===== config.mk =====
export PLATFORM = sky130hd
export DESIGN_NAME = ddr422_deinterleave
export DESIGN_NICKNAME = d
export VERILOG_FILES = /design/src/rtl/ddr422_pkg.sv /design/src/rtl/ddr_edge_capture.sv /design/src/rtl/trc_guard.sv /design/src/rtl/yc_output_stage.sv /design/src/rtl/ddr422_deinterleave.sv
export SDC_FILE = /design/constraint.sdc
export NUM_CORES = 1
export LEC_CHECK = 0
export BUFFER_PORTS_ARGS = -buffer_cell sky130_fd_sc_hd__buf_2
export CORE_MARGIN = 5
export CORE_UTILIZATION = 55
export DETAILED_ROUTE_END_ITERATION = 8
export PLACE_DENSITY = 0.78
export SLEW_MARGIN = 20
export SYNTH_ARGS = -nofsm -noshare
export SYNTH_HDL_FRONTEND = slang
export SYNTH_SLANG_ARGS = --single-unit

===== constraint.sdc =====
create_clock -name clk -period 2.25 [get_ports clk]
set_input_delay 0.225 -clock clk [delete_from_list [all_inputs] [get_ports clk]]
set_output_delay 0.225 -clock clk [all_outputs]
set_load 0.02 [all_outputs]

===== src/rtl/ddr422_pkg.sv =====
`timescale 1ns/1ps
package ddr422_pkg;

    localparam int PIX_W_DEF    = 10;
    localparam int NARROW_W_DEF = 8;

    typedef enum logic {
        CHROMA_CB = 1'b0,
        CHROMA_CR = 1'b1
    } chroma_phase_e;

    typedef enum logic [1:0] {
        EDGE_LUMA_RISE = 2'b00,
        EDGE_RSV_A     = 2'b01,
        EDGE_RSV_B     = 2'b10,
        EDGE_LUMA_FALL = 2'b11
    } edge_cfg_e;

    // Reserved codes collapse onto the luma-on-rise ordering.
    function automatic logic luma_on_fall(input logic [1:0] cfg);
        return edge_cfg_e'(cfg) == EDGE_LUMA_FALL;
    endfunction

    function automatic chroma_phase_e next_phase(input chroma_phase_e ph);
        return (ph == CHROMA_CB) ? CHROMA_CR : CHROMA_CB;
    endfunction

endpackage


===== src/rtl/ddr_edge_capture.sv =====
`timescale 1ns/1ps
module ddr_edge_capture #(
    parameter int PIX_W    = ddr422_pkg::PIX_W_DEF,
    parameter int NARROW_W = ddr422_pkg::NARROW_W_DEF
) (
    input  logic             clk,
    input  logic             rst,
    input  logic [PIX_W-1:0] bus_i,
    input  logic             narrow_i,
    output logic [PIX_W-1:0] early_o,
    output logic [PIX_W-1:0] late_o,
    output logic             pair_ok_o
);
    localparam int               DROP      = PIX_W - NARROW_W;
    localparam logic [PIX_W-1:0] FULL_MASK = '1;
    localparam logic [PIX_W-1:0] KEEP_MASK = FULL_MASK << DROP;

    logic [PIX_W-1:0] bus_n;

    always_comb bus_n = narrow_i ? (bus_i & KEEP_MASK) : bus_i;

    always_ff @(posedge clk) begin
        if (rst) begin
            early_o   <= '0;
            pair_ok_o <= 1'b0;
        end else begin
            early_o   <= bus_n;
            pair_ok_o <= 1'b1;
        end
    end

    always_ff @(negedge clk) begin
        if (rst) late_o <= '0;
        else     late_o <= bus_n;
    end
endmodule


===== src/rtl/trc_guard.sv =====
`timescale 1ns/1ps
module trc_guard #(
    parameter int PIX_W    = ddr422_pkg::PIX_W_DEF,
    parameter int NARROW_W = ddr422_pkg::NARROW_W_DEF
) (
    input  logic             clk,
    input  logic             rst,
    input  logic             narrow_i,
    input  logic [PIX_W-1:0] early_i,
    input  logic [PIX_W-1:0] late_i,
    input  logic             pair_ok_i,
    output logic [PIX_W-1:0] held_early_o,
    output logic [PIX_W-1:0] held_late_o,
    output logic             held_ok_o,
    output logic             ref_hit_o,
    output logic [PIX_W-1:0] xy_o
);
    localparam int               DROP      = PIX_W - NARROW_W;
    localparam logic [PIX_W-1:0] FULL_ONES = '1;
    localparam logic [PIX_W-1:0] NARR_ONES = FULL_ONES << DROP;

    logic [PIX_W-1:0] ones_pat;

    always_comb begin
        ones_pat  = narrow_i ? NARR_ONES : FULL_ONES;
        ref_hit_o = held_ok_o && pair_ok_i &&
                    (held_early_o == ones_pat) && (held_late_o == '0) &&
                    (early_i == '0);
        xy_o      = late_i;
    end

    always_ff @(posedge clk) begin
        if (rst) begin
            held_early_o <= '0;
            held_late_o  <= '0;
            held_ok_o    <= 1'b0;
        end else begin
            held_early_o <= early_i;
            held_late_o  <= late_i;
            held_ok_o    <= pair_ok_i && !ref_hit_o;
        end
    end
endmodule


===== src/rtl/yc_output_stage.sv =====
`timescale 1ns/1ps
module yc_output_stage
    import ddr422_pkg::*;
#(
    parameter int PIX_W = ddr422_pkg::PIX_W_DEF
) (
    input  logic             clk,
    input  logic             rst,
    input  logic [1:0]       edge_cfg_i,
    input  logic [PIX_W-1:0] held_early_i,
    input  logic [PIX_W-1:0] held_late_i,
    input  logic             held_ok_i,
    input  logic             ref_hit_i,
    input  logic [PIX_W-1:0] xy_i,
    output logic [PIX_W-1:0] luma_o,
    output logic [PIX_W-1:0] chroma_o,
    output logic             cr_phase_o,
    output logic             pair_valid_o,
    output logic             trc_pulse_o,
    output logic [PIX_W-1:0] trc_word_o
);
    chroma_phase_e phase_q;
    logic          deliver;

    always_comb deliver = held_ok_i && !ref_hit_i;

    always_ff @(posedge clk) begin
        if (rst) begin
            luma_o       <= '0;
            chroma_o     <= '0;
            cr_phase_o   <= 1'b0;
            pair_valid_o <= 1'b0;
            trc_pulse_o  <= 1'b0;
            trc_word_o   <= '0;
            phase_q      <= CHROMA_CB;
        end else begin
            pair_valid_o <= deliver;
            trc_pulse_o  <= ref_hit_i;
            cr_phase_o   <= (phase_q == CHROMA_CR);
            if (ref_hit_i) trc_word_o <= xy_i;
            if (deliver) begin
                if (luma_on_fall(edge_cfg_i)) begin
                    luma_o   <= held_late_i;
                    chroma_o <= held_early_i;
                end else begin
                    luma_o   <= held_early_i;
                    chroma_o <= held_late_i;
                end
            end
            if (ref_hit_i)    phase_q <= CHROMA_CB;
            else if (deliver) phase_q <= next_phase(phase_q);
        end
    end
endmodule


===== src/rtl/ddr422_deinterleave.sv =====
`timescale 1ns/1ps
module ddr422_deinterleave #(
    parameter int PIX_W    = ddr422_pkg::PIX_W_DEF,
    parameter int NARROW_W = ddr422_pkg::NARROW_W_DEF
) (
    input  logic             clk,
    input  logic             rst,
    input  logic [PIX_W-1:0] ddr_bus_i,
    input  logic [1:0]       luma_edge_cfg_i,
    input  logic             narrow_i,
    output logic [PIX_W-1:0] luma_o,
    output logic [PIX_W-1:0] chroma_o,
    output logic             cr_phase_o,
    output logic             pair_valid_o,
    output logic             trc_pulse_o,
    output logic [PIX_W-1:0] trc_word_o
);
    logic [PIX_W-1:0] early_w, late_w, held_early_w, held_late_w, xy_w;
    logic             pair_ok_w, held_ok_w, ref_hit_w;

    ddr_edge_capture #(.PIX_W(PIX_W), .NARROW_W(NARROW_W)) cap_i (
        .clk(clk), .rst(rst), .bus_i(ddr_bus_i), .narrow_i(narrow_i),
        .early_o(early_w), .late_o(late_w), .pair_ok_o(pair_ok_w)
    );

    trc_guard #(.PIX_W(PIX_W), .NARROW_W(NARROW_W)) guard_i (
        .clk(clk), .rst(rst), .narrow_i(narrow_i),
        .early_i(early_w), .late_i(late_w), .pair_ok_i(pair_ok_w),
        .held_early_o(held_early_w), .held_late_o(held_late_w),
        .held_ok_o(held_ok_w), .ref_hit_o(ref_hit_w), .xy_o(xy_w)
    );

    yc_output_stage #(.PIX_W(PIX_W)) out_i (
        .clk(clk), .rst(rst), .edge_cfg_i(luma_edge_cfg_i),
        .held_early_i(held_early_w), .held_late_i(held_late_w),
        .held_ok_i(held_ok_w), .ref_hit_i(ref_hit_w), .xy_i(xy_w),
        .luma_o(luma_o), .chroma_o(chroma_o), .cr_phase_o(cr_phase_o),
        .pair_valid_o(pair_valid_o), .trc_pulse_o(trc_pulse_o),
        .trc_word_o(trc_word_o)
    );
endmodule


After elaboration in Yosys (flattened, before gate mapping):

Cells that the tools add are included.

* logic and storage cells: 32
* flip-flop bits (word level): 76
* output and inout bits: 33

* equal/unequal tests: 2
* mux-type cells: 7
* reductions and logical operators: 10

Operators with widths (number)
* 10-bit two-way mux: 3
* 10-bit zero test: 2
* 10-bit == test: 1
* 1-bit logical AND: 6
* 2-bit two-way mux: 2
* 2-bit == test (second input constant): 1
* 1-bit two-way mux: 2
* 2-bit OR reduction: 1
* 1-bit zero test: 1

Depth between registers and ports, before layout:

Gate-level depths: netlist of the first run.

* depth after elaboration: 7
* depth in mapped cells: 6
* gate-level depth less buffers: 4

Hierarchy:

Synthesis of the first run repeated with hierarchy kept, for this count alone.

* cell total of the unflattened synthesis: 260
* area total of the unflattened synthesis: 2681.3 sq um

Modules (own cells, without submodules)
* yc_output_stage: cells each 157, area each 1427.6 sq um, instances 1
* trc_guard: cells each 69, area each 739.5 sq um, instances 1
* ddr_edge_capture: cells each 34, area each 514.2 sq um, instances 1

==> results of run 1 <==
[final timing paths]
kind                                                            to  slack [ns]
worst max-delay path                  out_i.luma_o[1]$_SDFFE_PP0P_        0.23
worst max register to register        out_i.luma_o[1]$_SDFFE_PP0P_        0.23
worst min-delay path                      cap_i.early_o[1]$_DFF_P_        0.12
worst min register to register  guard_i.held_early_o[1]$_SDFF_PP0_        0.46
[sequential cells by signal (all words and copies together), names as in the netlist]
register,count
out_i.luma_o,10
cap_i.late_o,10
guard_i.held_early_o,10
guard_i.held_ok_o,1
cap_i.pair_ok_o,1
out_i.trc_word_o,10
out_i.phase_q,1
out_i.pair_valid_o,1
out_i.cr_phase_o,1
guard_i.held_late_o,10
out_i.chroma_o,10
cap_i.early_o,10
out_i.trc_pulse_o,1
[stage by stage]
step           setup WS (ns)  cell area (µm²)
6_report               0.228             3350
5_1_grt               0.0666             3350
4_1_cts                0.208             3350
3_5_place_dp           0.209             3140
3_3_place_gp           0.313             3140
2_1_floorplan         0.0285             2870
[synthesized netlist by cell type, drive strengths merged (2+ instances only)]
master	n
and3	23
or3	2
inv	22
nor3b	2
a221oi	20
dfxtp	76
nand2	21
clkbuf	14
mux2	10
nor2	2
buf	7
nand3	20
nor4	2
nor2b	40
nand4	2
and4bb	4
[area by class of cell]
cell class | instances | share of cell area, %
Sequential cell | 76 | 45.5
Multi-Input combinational cell | 153 | 34.5
Timing Repair Buffer | 53 | 8.75
Clock buffer | 11 | 4.22
Tap cell | 70 | 2.62
Inverter | 21 | 2.36
Clock inverter | 15 | 2.09
[power breakdown]
group | total, mW | switching [mW] | internal (mW)
combinational | 0.222 | 0.131 | 0.0919
sequential | 1.44 | 0.0318 | 1.40
clock | 0.976 | 0.522 | 0.453
[kinds of logic (layout without fill, tap and decap cells)]
family	count (synthesis)	after routing
mux	10	10
xor+xnor	1	1
compound gates	22	22
flops	76	76
simple gates	120	120
buf+inv	43	100
[worst reg2reg max path, stage by stage, from the launching register on]
cell,delay (ns)
dfxtp_1,0.34
nor4_2,0.31
nand4_1,0.22
or3_1,0.52
buf_4,0.28
a221oi_2,0.27
[per-layer routing]
metal	wire, µm	part of all wire, %
met4	121	2.2
met1	2400	43
met3	333	6.0
met5	0	0
met2	2710	49
==> impl_metrics.yaml, run 1 <==
run_status:
  outcome: "completed"
yosys:
  synthDistinctLibCells: 28
  syn_area_um2: 2860
  synth_nets: 287
  ys_seq_area_share_pct: 53.1
  synthMuxAreaShare_pct: 3.93
  synth_area_leader_cell: "dfxtp_1"
  ys.warnings.count: 0
  synth-seq-cells: 76
  synth_enable_flop_cells: 0
  ys_async_sr_fraction_pct: 0
  synth-adder-area-share_pct: 0
  postSynthCellCount: 272
  synth_top_area_share_pct: 53.1
  synth_area_per_cell_um2: 10.5
  synth-xor-area-share_pct: 0.306
  synthTopCellsByArea: "dfxtp_1 (53%), a221oi_2 (9.4%), nor2b_1 (8.7%)"
  synth_top_family_by_area: "simple AND/OR/NAND/NOR gates"
  synth_compound_area_share_pct: 10.5
  synthSimpleGateAreaFrac_pct: 25.1
  synthFlopType: "dfxtp_1"
finish:
  n_fill_cell: 435
  multi_input_area_um2: 1150
  final_cell_mix: "dfxtp_1 (76), buf_2 (47), nor2b_1 (40), inv_1 (31), and3_1 (23)"
  area_delta_synth_final_pct: 16.9
  utilization_pct: 66.0
  regArea_um2: 1520
  diodes: 0
  final_common_cell: "dfxtp_1"
  fin_cells: 399
  final_layout_size_suffix_gt1_share_pct: 31.0
  fin_nets: 339
routing:
  drcViolationCount: 0
  vias: 2071
  drtIter0Drc: 123
  viasPerCell: 5.19
  first_pass_iters: 4
  wire_per_inst_um: 14.0
  wl_um: 5570
  ant_nets: 0
setup_path:
  slowest_stage: "or3_1"
  startpoint: "cap_i.early_o[4]$_DFF_P_"
  worstReg2RegStart: "cap_i.early_o[4]$_DFF_P_"
  worstPathMaxFanout: 18
  slowest_delay_ns: 0.52
  critical_path_depth: 5
  crit_type: "reg2reg"
  cp-start-kind: "flip-flop"
  path_delay_family: "simple AND/OR/NAND/NOR gates"
  r2r_cells: 5
  crit_path_cell_trace: "nor4_2 > nand4_1 > or3_1 > buf_4 > a221oi_2"
  cp-end-kind: "flip-flop"
  required_ns: 2.50
  worstPathArrival_ns: 2.27
  cp_num_buf_inv: 1
global_routing:
  grt_busiest_layer: "met2"
  grt_pass1_vias: 1989
  grt_overflow_total: 0
  grt_max_degree: 24
  use_met2_pct: 31.4
  met1_usage_pct: 21.5
  grt_antenna_before_repair: 0
  grt_util_met3_pct: 4.34
  grt_usage_pct: 18.3
  grt_pass1_wl_um: 9250
timing:
  slew_violations: 0
  holdWs_ns: 0.122
  skew_ns: 0.0494
  worst_slew_pin_slew_ns: 0.585
  rsz0062_at_grt: "no"
  fin_setup_tns_ns: 0
  setup_viol: 0
  min_period_ns: 2.02
  final-hold-violation-count: 0
  relSlewSlack_pct: 60.9
  max_freq_mhz: 494
  fin_crit_sh_pct: 89.9
run:
  max-cap-violations: 0
floorplan:
  rows: 26
  die_width_um: 82.1
  core-area_um2: 5070
  dieArea_um2: 6750
  ioPinCount: 48
  die_y_um: 82.1
  initial_core_util_pct: 56.4
min_path:
  worstHoldStart: "narrow_i"
  hold_class: "in2reg"
  holdPathStages: 2
clocking:
  tritoncts: "built"
  cts_inserted_buffers: 9
  cts.path.max_buffers: 2
  ctsRootBufferMaster: "clkbuf_8"
  htree_levels: 3
  cts_setup_buffers: 0
  path_clk_slew_ns: 0.08
  clock_latency_ns: 0.38
  cts-resized-gates: 0
  cts.sinks: 76
  hold_buffers: 0
placed_design:
  gp_congestion: 0.880
  dp.final_hpwl_um: 4140
  dp.cells: 374
  io_buffers: 47
pwr:
  cellPowerDensity_nw_per_um2: 787
  p_leak_nw: 1.46
  finalPower_mw: 2.64
  vdd_ir_drop_max_mv: 0.598
Power figures use the tool's default switching activity.
==> run 2: changes to the inputs <==
Settings changed: ABC_AREA set to 1.
==> run 2 against run 1 <==
Sequential power hardly changed. Worst hold slack got worse by 0.028 ns. Critical path depth decreased by 3. Clock skew shrank 0.0046 ns. Critical path type unchanged. Final area grew 4.0%. Clock power is 19% higher. Area after synthesis increased by 4.4%. Setup slack improved by 0.30 ns. Global-route usage decreased by 0.98 points. Register-to-register slack improved by 0.30 ns. Sequential cell count unchanged.
==> impl_metrics.yaml, run 2 <==
routing:
  wl_met2_um: 2730
  ant_nets: 0
  wire_per_inst_um: 11.1
  top_layer: "met4"
  vias: 2391
  wl_um: 5730
  drcViolationCount: 0
  first_pass_iters: 5
  viasPerCell: 4.64
  met1_length_um: 2520
  drtIter0Drc: 165
  wl_met3_um: 327
finish:
  utilization_pct: 66.9
  final_layout_size_suffix_gt1_share_pct: 21.6
  area_delta_synth_final_pct: 16.5
  final_cell_mix: "nand2_1 (83), dfxtp_1 (76), inv_1 (72), nor2_1 (62), buf_2 (47)"
  fin_nets: 455
  diodes: 0
  final_common_cell: "nand2_1"
timing:
  slew_violations: 0
  relSlewSlack_pct: 47.1
  setup_viol: 0
  worst_slack_ns: 0.531
  fin_setup_tns_ns: 0
  skew_ns: 0.0449
  worst_slew_pin_slew_ns: 0.792
  final-hold-violation-count: 0
  rsz0062_at_grt: "no"
yosys:
  synthTopCellsByArea: "dfxtp_1 (51%), nand2_1 (10%), inv_1 (7.9%)"
  ys_seq_area_share_pct: 50.9
  synth_nets: 405
  synth_area_per_cell_um2: 7.66
  synth_enable_flop_cells: 0
  synth_common_cells: "nand2_1 (83), dfxtp_1 (76), inv_1 (63)"
  ys.warnings.count: 0
  ys_async_sr_fraction_pct: 0
  synth_top_area_share_pct: 50.9
  synthFlopType: "dfxtp_1"
  synth-seq-cells: 76
  synth_area_leader_cell: "dfxtp_1"
  yosysMostFrequentCell: "nand2_1"
  synthDistinctLibCells: 21
  postSynthCellCount: 390
  syn_area_um2: 2990
floorplan:
  rows: 26
  ioPinCount: 48
  core-area_um2: 5200
  die_y_um: 83.7
  dieArea_um2: 7010
  initial_core_util_pct: 57.4
  die_width_um: 83.7
global_routing:
  grt_antenna_before_repair: 0
  grt_usage_pct: 17.4
  grt_max_degree: 43
  grt_overflow_total: 0
  grt_pass1_wl_um: 9810
  grt_pass1_vias: 2263
setup_path:
  cp_num_buf_inv: 1
  cp-end-kind: "flip-flop"
  path_delay_family: "flip-flops"
  slowest_stage: "dfxtp_1"
  crit_type: "reg2reg"
  required_ns: 2.54
  r2r_cells: 2
  critical_path_depth: 2
  cp-start-kind: "flip-flop"
  slowest_delay_ns: 0.35
  crit_path_cell_trace: "inv_1 > nor2_1"
  worstPathArrival_ns: 2.01
  worstPathMaxFanout: 2
pwr:
  pwr-share-seq_pct: 50.7
  combinationalPowerShare_pct: 8.4
  p_leak_nw: 1.73
  swShare_pct: 25.4
  p_int_mw: 2.11
  clockPowerShare_pct: 40.9
  p_switching_mw: 0.718
  cellPowerDensity_nw_per_um2: 812
  vdd_ir_drop_max_mv: 0.546
clocking:
  tritoncts: "built"
  cts.path.max_buffers: 2
  path_clk_slew_ns: 0.08
  cts_inserted_buffers: 9
  clock_latency_ns: 0.39
  htree_levels: 3
  cts-resized-gates: 0
  cts.sinks: 76
  hold_buffers: 0
  ctsRootBufferMaster: "clkbuf_8"
  cts_setup_buffers: 0
min_path:
  holdPathStages: 3
  hold_class: "in2reg"
placed_design:
  gp_congestion: 0.828
  post-place-ws_ns: 0.461
  dp.final_hpwl_um: 4140
  io_buffers: 47
run_status:
  outcome: "completed"
run:
  max-cap-violations: 0
run 2: cell families (layout without fill, tap and decap cells):
kind of cell,count (synthesis),after routing,share of synthesized area (%)
AND/OR/NAND/NOR,191,191,29.9
flip-flops,76,76,50.9
XOR/XNOR,1,1,0.293
buffers and inverters,88,143,12.9
AO/OA/AOI/OAI,34,34,5.95
run 2: worst reg2reg max path, cell delays in order, from the launching register on:
cell	delay, ns
dfxtp_1	0.35
inv_1	0.05
nor2_1	0.09
run 2: per-stage QoR:
stage | power, mW | std cells | hold WS (ns) | instance area (µm²)
finish | 2.83 | 515 | 0.0931 | 3480
global route | 2.96 | 515 | 0.0887 | 3480
CTS | 2.85 | 515 | 0.0835 | 3480
detailed placement | 1.73 | 490 | 0.420 | 3230
global placement | 1.73 | 490 | 0.419 | 3230
floorplan | 1.67 | 390 | 0.341 | 2990
run 2: worst paths after layout:
check | startpoint | to | slack, ns
max | cap_i.late_o[4]$_DFF_N_ | guard_i.held_late_o[4]$_SDFF_PP0_ | 0.53
min | ddr_bus_i[6] | cap_i.early_o[6]$_DFF_P_ | 0.09
max reg2reg | cap_i.late_o[4]$_DFF_N_ | guard_i.held_late_o[4]$_SDFF_PP0_ | 0.53
min reg2reg | cap_i.early_o[0]$_DFF_P_ | guard_i.held_early_o[0]$_SDFF_PP0_ | 0.43
run 2: cell type report:
class / count / area [µm²]
fill: 466 / 1730
sequential: 76 / 1520
multi-input combinational: 226 / 1080
timing repair buffer: 53 / 293
inverter: 64 / 240
clock buffer: 13 / 201
tap: 70 / 87.6
clock inverter: 13 / 55.1
run 2: routing by layer:
| layer | global-route usage, % | vias to the layer above |
|---|---|---|
| met5 | 0 | - |
| met3 | 4.15 | 14 |
| li1 | - | 1271 |
| met1 | 19.8 | 1038 |
| met2 | 29.2 | 68 |
| met4 | 10.4 | 0 |
run 2: power by group through the flow:
| stage | Sequential, mW | Clock, mW | Combinational (mW) |
|---|---|---|---|
| finish | 1.43 | 1.16 | 0.237 |
| global placement | 1.46 | 0.0301 | 0.234 |
| global route | 1.44 | 1.25 | 0.269 |
| CTS | 1.43 | 1.17 | 0.240 |
| detailed placement | 1.46 | 0.0301 | 0.238 |
| floorplan | 1.49 | 0.0301 | 0.149 |
==> run 3: changes to the inputs <==
Clock period 2.25 ns to 1.8 ns, I/O delays scaled along.
==> run 3 against run 2 <==
Critical path depth grew 6. Wire length decreased by 1.0%. Sequential cell count stayed put. Register-to-register slack got worse by 0.30 ns. Largest power group unchanged.
==> impl_metrics.yaml, run 3 (same netlist as run 2, synthesis figures left out) <==
finish:
  final_common_cell: "nand2_1"
  fin_nets: 455
  stdcell_area_um2: 3490
  diodes: 0
  n_fill_cell: 429
  final_layout_size_suffix_gt1_share_pct: 20.7
  utilization_pct: 67.0
  final_cell_mix: "nand2_1 (83), dfxtp_1 (76), inv_1 (72), nor2_1 (62), buf_2 (47)"
  area_delta_synth_final_pct: 16.8
timing:
  slew_violations: 0
  skew_ns: 0.0457
  rsz0062_at_grt: "no"
  min_period_ns: 1.57
  fin_crit_sh_pct: 87.4
  max_freq_mhz: 636
  worst_slew_pin_slew_ns: 0.898
  worst_slack_ns: 0.227
  fin_setup_tns_ns: 0
  final-hold-violation-count: 0
  setup_viol: 0
  holdWs_ns: 0.0450
  relSlewSlack_pct: 40.1
clocking:
  cts-resized-gates: 0
  tritoncts: "built"
  cts_setup_buffers: 0
  cts.path.max_buffers: 2
  ctsRootBufferMaster: "clkbuf_8"
  clock_latency_ns: 0.39
  cts.sinks: 76
  cts_inserted_buffers: 9
  htree_levels: 3
  hold_buffers: 0
  path_clk_slew_ns: 0.07
setup_path:
  cp-end-kind: "flip-flop"
  cp-start-kind: "flip-flop"
  worstPathMaxFanout: 30
  required_ns: 2.04
  worstReg2RegStart: "guard_i.held_early_o[4]$_SDFF_PP0_"
  startpoint: "guard_i.held_early_o[4]$_SDFF_PP0_"
  crit_type: "reg2reg"
  worstPathArrival_ns: 1.81
routing:
  drcViolationCount: 0
  drtIter0Drc: 120
  vias: 2394
  wire_per_inst_um: 11.0
  ant_nets: 0
  viasPerCell: 4.65
  first_pass_iters: 4
  wl_um: 5670
placed_design:
  io_buffers: 47
  place_area_um2: 3230
  post-place-ws_ns: 0.219
  gp_congestion: 0.854
  dp.final_hpwl_um: 4140
min_path:
  hold_class: "in2reg"
  worstHoldStart: "ddr_bus_i[6]"
floorplan:
  rows: 26
  die_y_um: 83.7
  ioPinCount: 48
  initial_core_util_pct: 57.4
  die_width_um: 83.7
  core-area_um2: 5200
  dieArea_um2: 7010
global_routing:
  grt_antenna_before_repair: 0
  grt_pass1_vias: 2324
  grt_usage_pct: 17.6
  grt_busiest_layer: "met2"
  grt_util_met3_pct: 3.75
  grt_overflow_total: 0
  met1_usage_pct: 20.5
  grt_pass1_wl_um: 10000
  use_met2_pct: 30.3
  grt_max_degree: 43
pwr:
  p_leak_nw: 1.73
  cellPowerDensity_nw_per_um2: 1050
  vdd_ir_drop_max_mv: 0.797
run:
  max-cap-violations: 0
run_status:
  outcome: "completed"
==> run 3: cell types whose count changed in the layout (fill, tap and decap cells not counted), sizes merged <==
cell,previous run,this run
bufinv,0,3
clkbuf,13,12
inv,76,74
==> run 3: worst max-delay path, stage by stage (launching register included) <==
cell and delay, ns:
dfxtp_1 0.35, inv_1 0.06, nor2_1 0.08, nand3_1 0.09
nor2_2 0.16, nand3_4 0.24, buf_12 0.26, a21oi_1 0.15
nor2_1 0.06
==> run 3: final cells by class <==
type                            count  area (µm²)  area share, %
Multi-Input combinational cell    226        1080           31.0
Clock inverter                     14         131           3.76
Timing Repair Buffer               53         293           8.39
Inverter                           64         240           6.88
Tap cell                           70        87.6           2.51
Sequential cell                    76        1520           43.6
Clock buffer                       12         135           3.87
==> run 3: metal layers <==
metal / share of wire [%] / routed length, µm
met5: 0 / 0
met4: 1.8 / 104
met3: 6.6 / 376
met2: 47 / 2670
met1: 44 / 2520
==> run 3: where the power goes <==
part	switching (mW)	total, mW	internal [mW]
registers	0.0374	1.79	1.76
logic	0.189	0.295	0.106
clock network	0.637	1.58	0.948
total	0.863	3.67	2.81
==> run 3: metrics by stage <==
step	power, mW	cells
5_1_grt	3.83	515
6_report	3.67	515
3_5_place_dp	2.16	490
2_1_floorplan	2.08	390
3_3_place_gp	2.16	490
4_1_cts	3.70	515
==> run 3: final timing paths <==
check	to	slack [ns]	cells past startpoint
max reg2reg	out_i.luma_o[8]$_SDFFE_PP0P_	0.23	8
min	cap_i.early_o[6]$_DFF_P_	0.05	3
min reg2reg	guard_i.held_early_o[1]$_SDFF_PP0_	0.43	2
max	out_i.luma_o[8]$_SDFFE_PP0P_	0.23	8
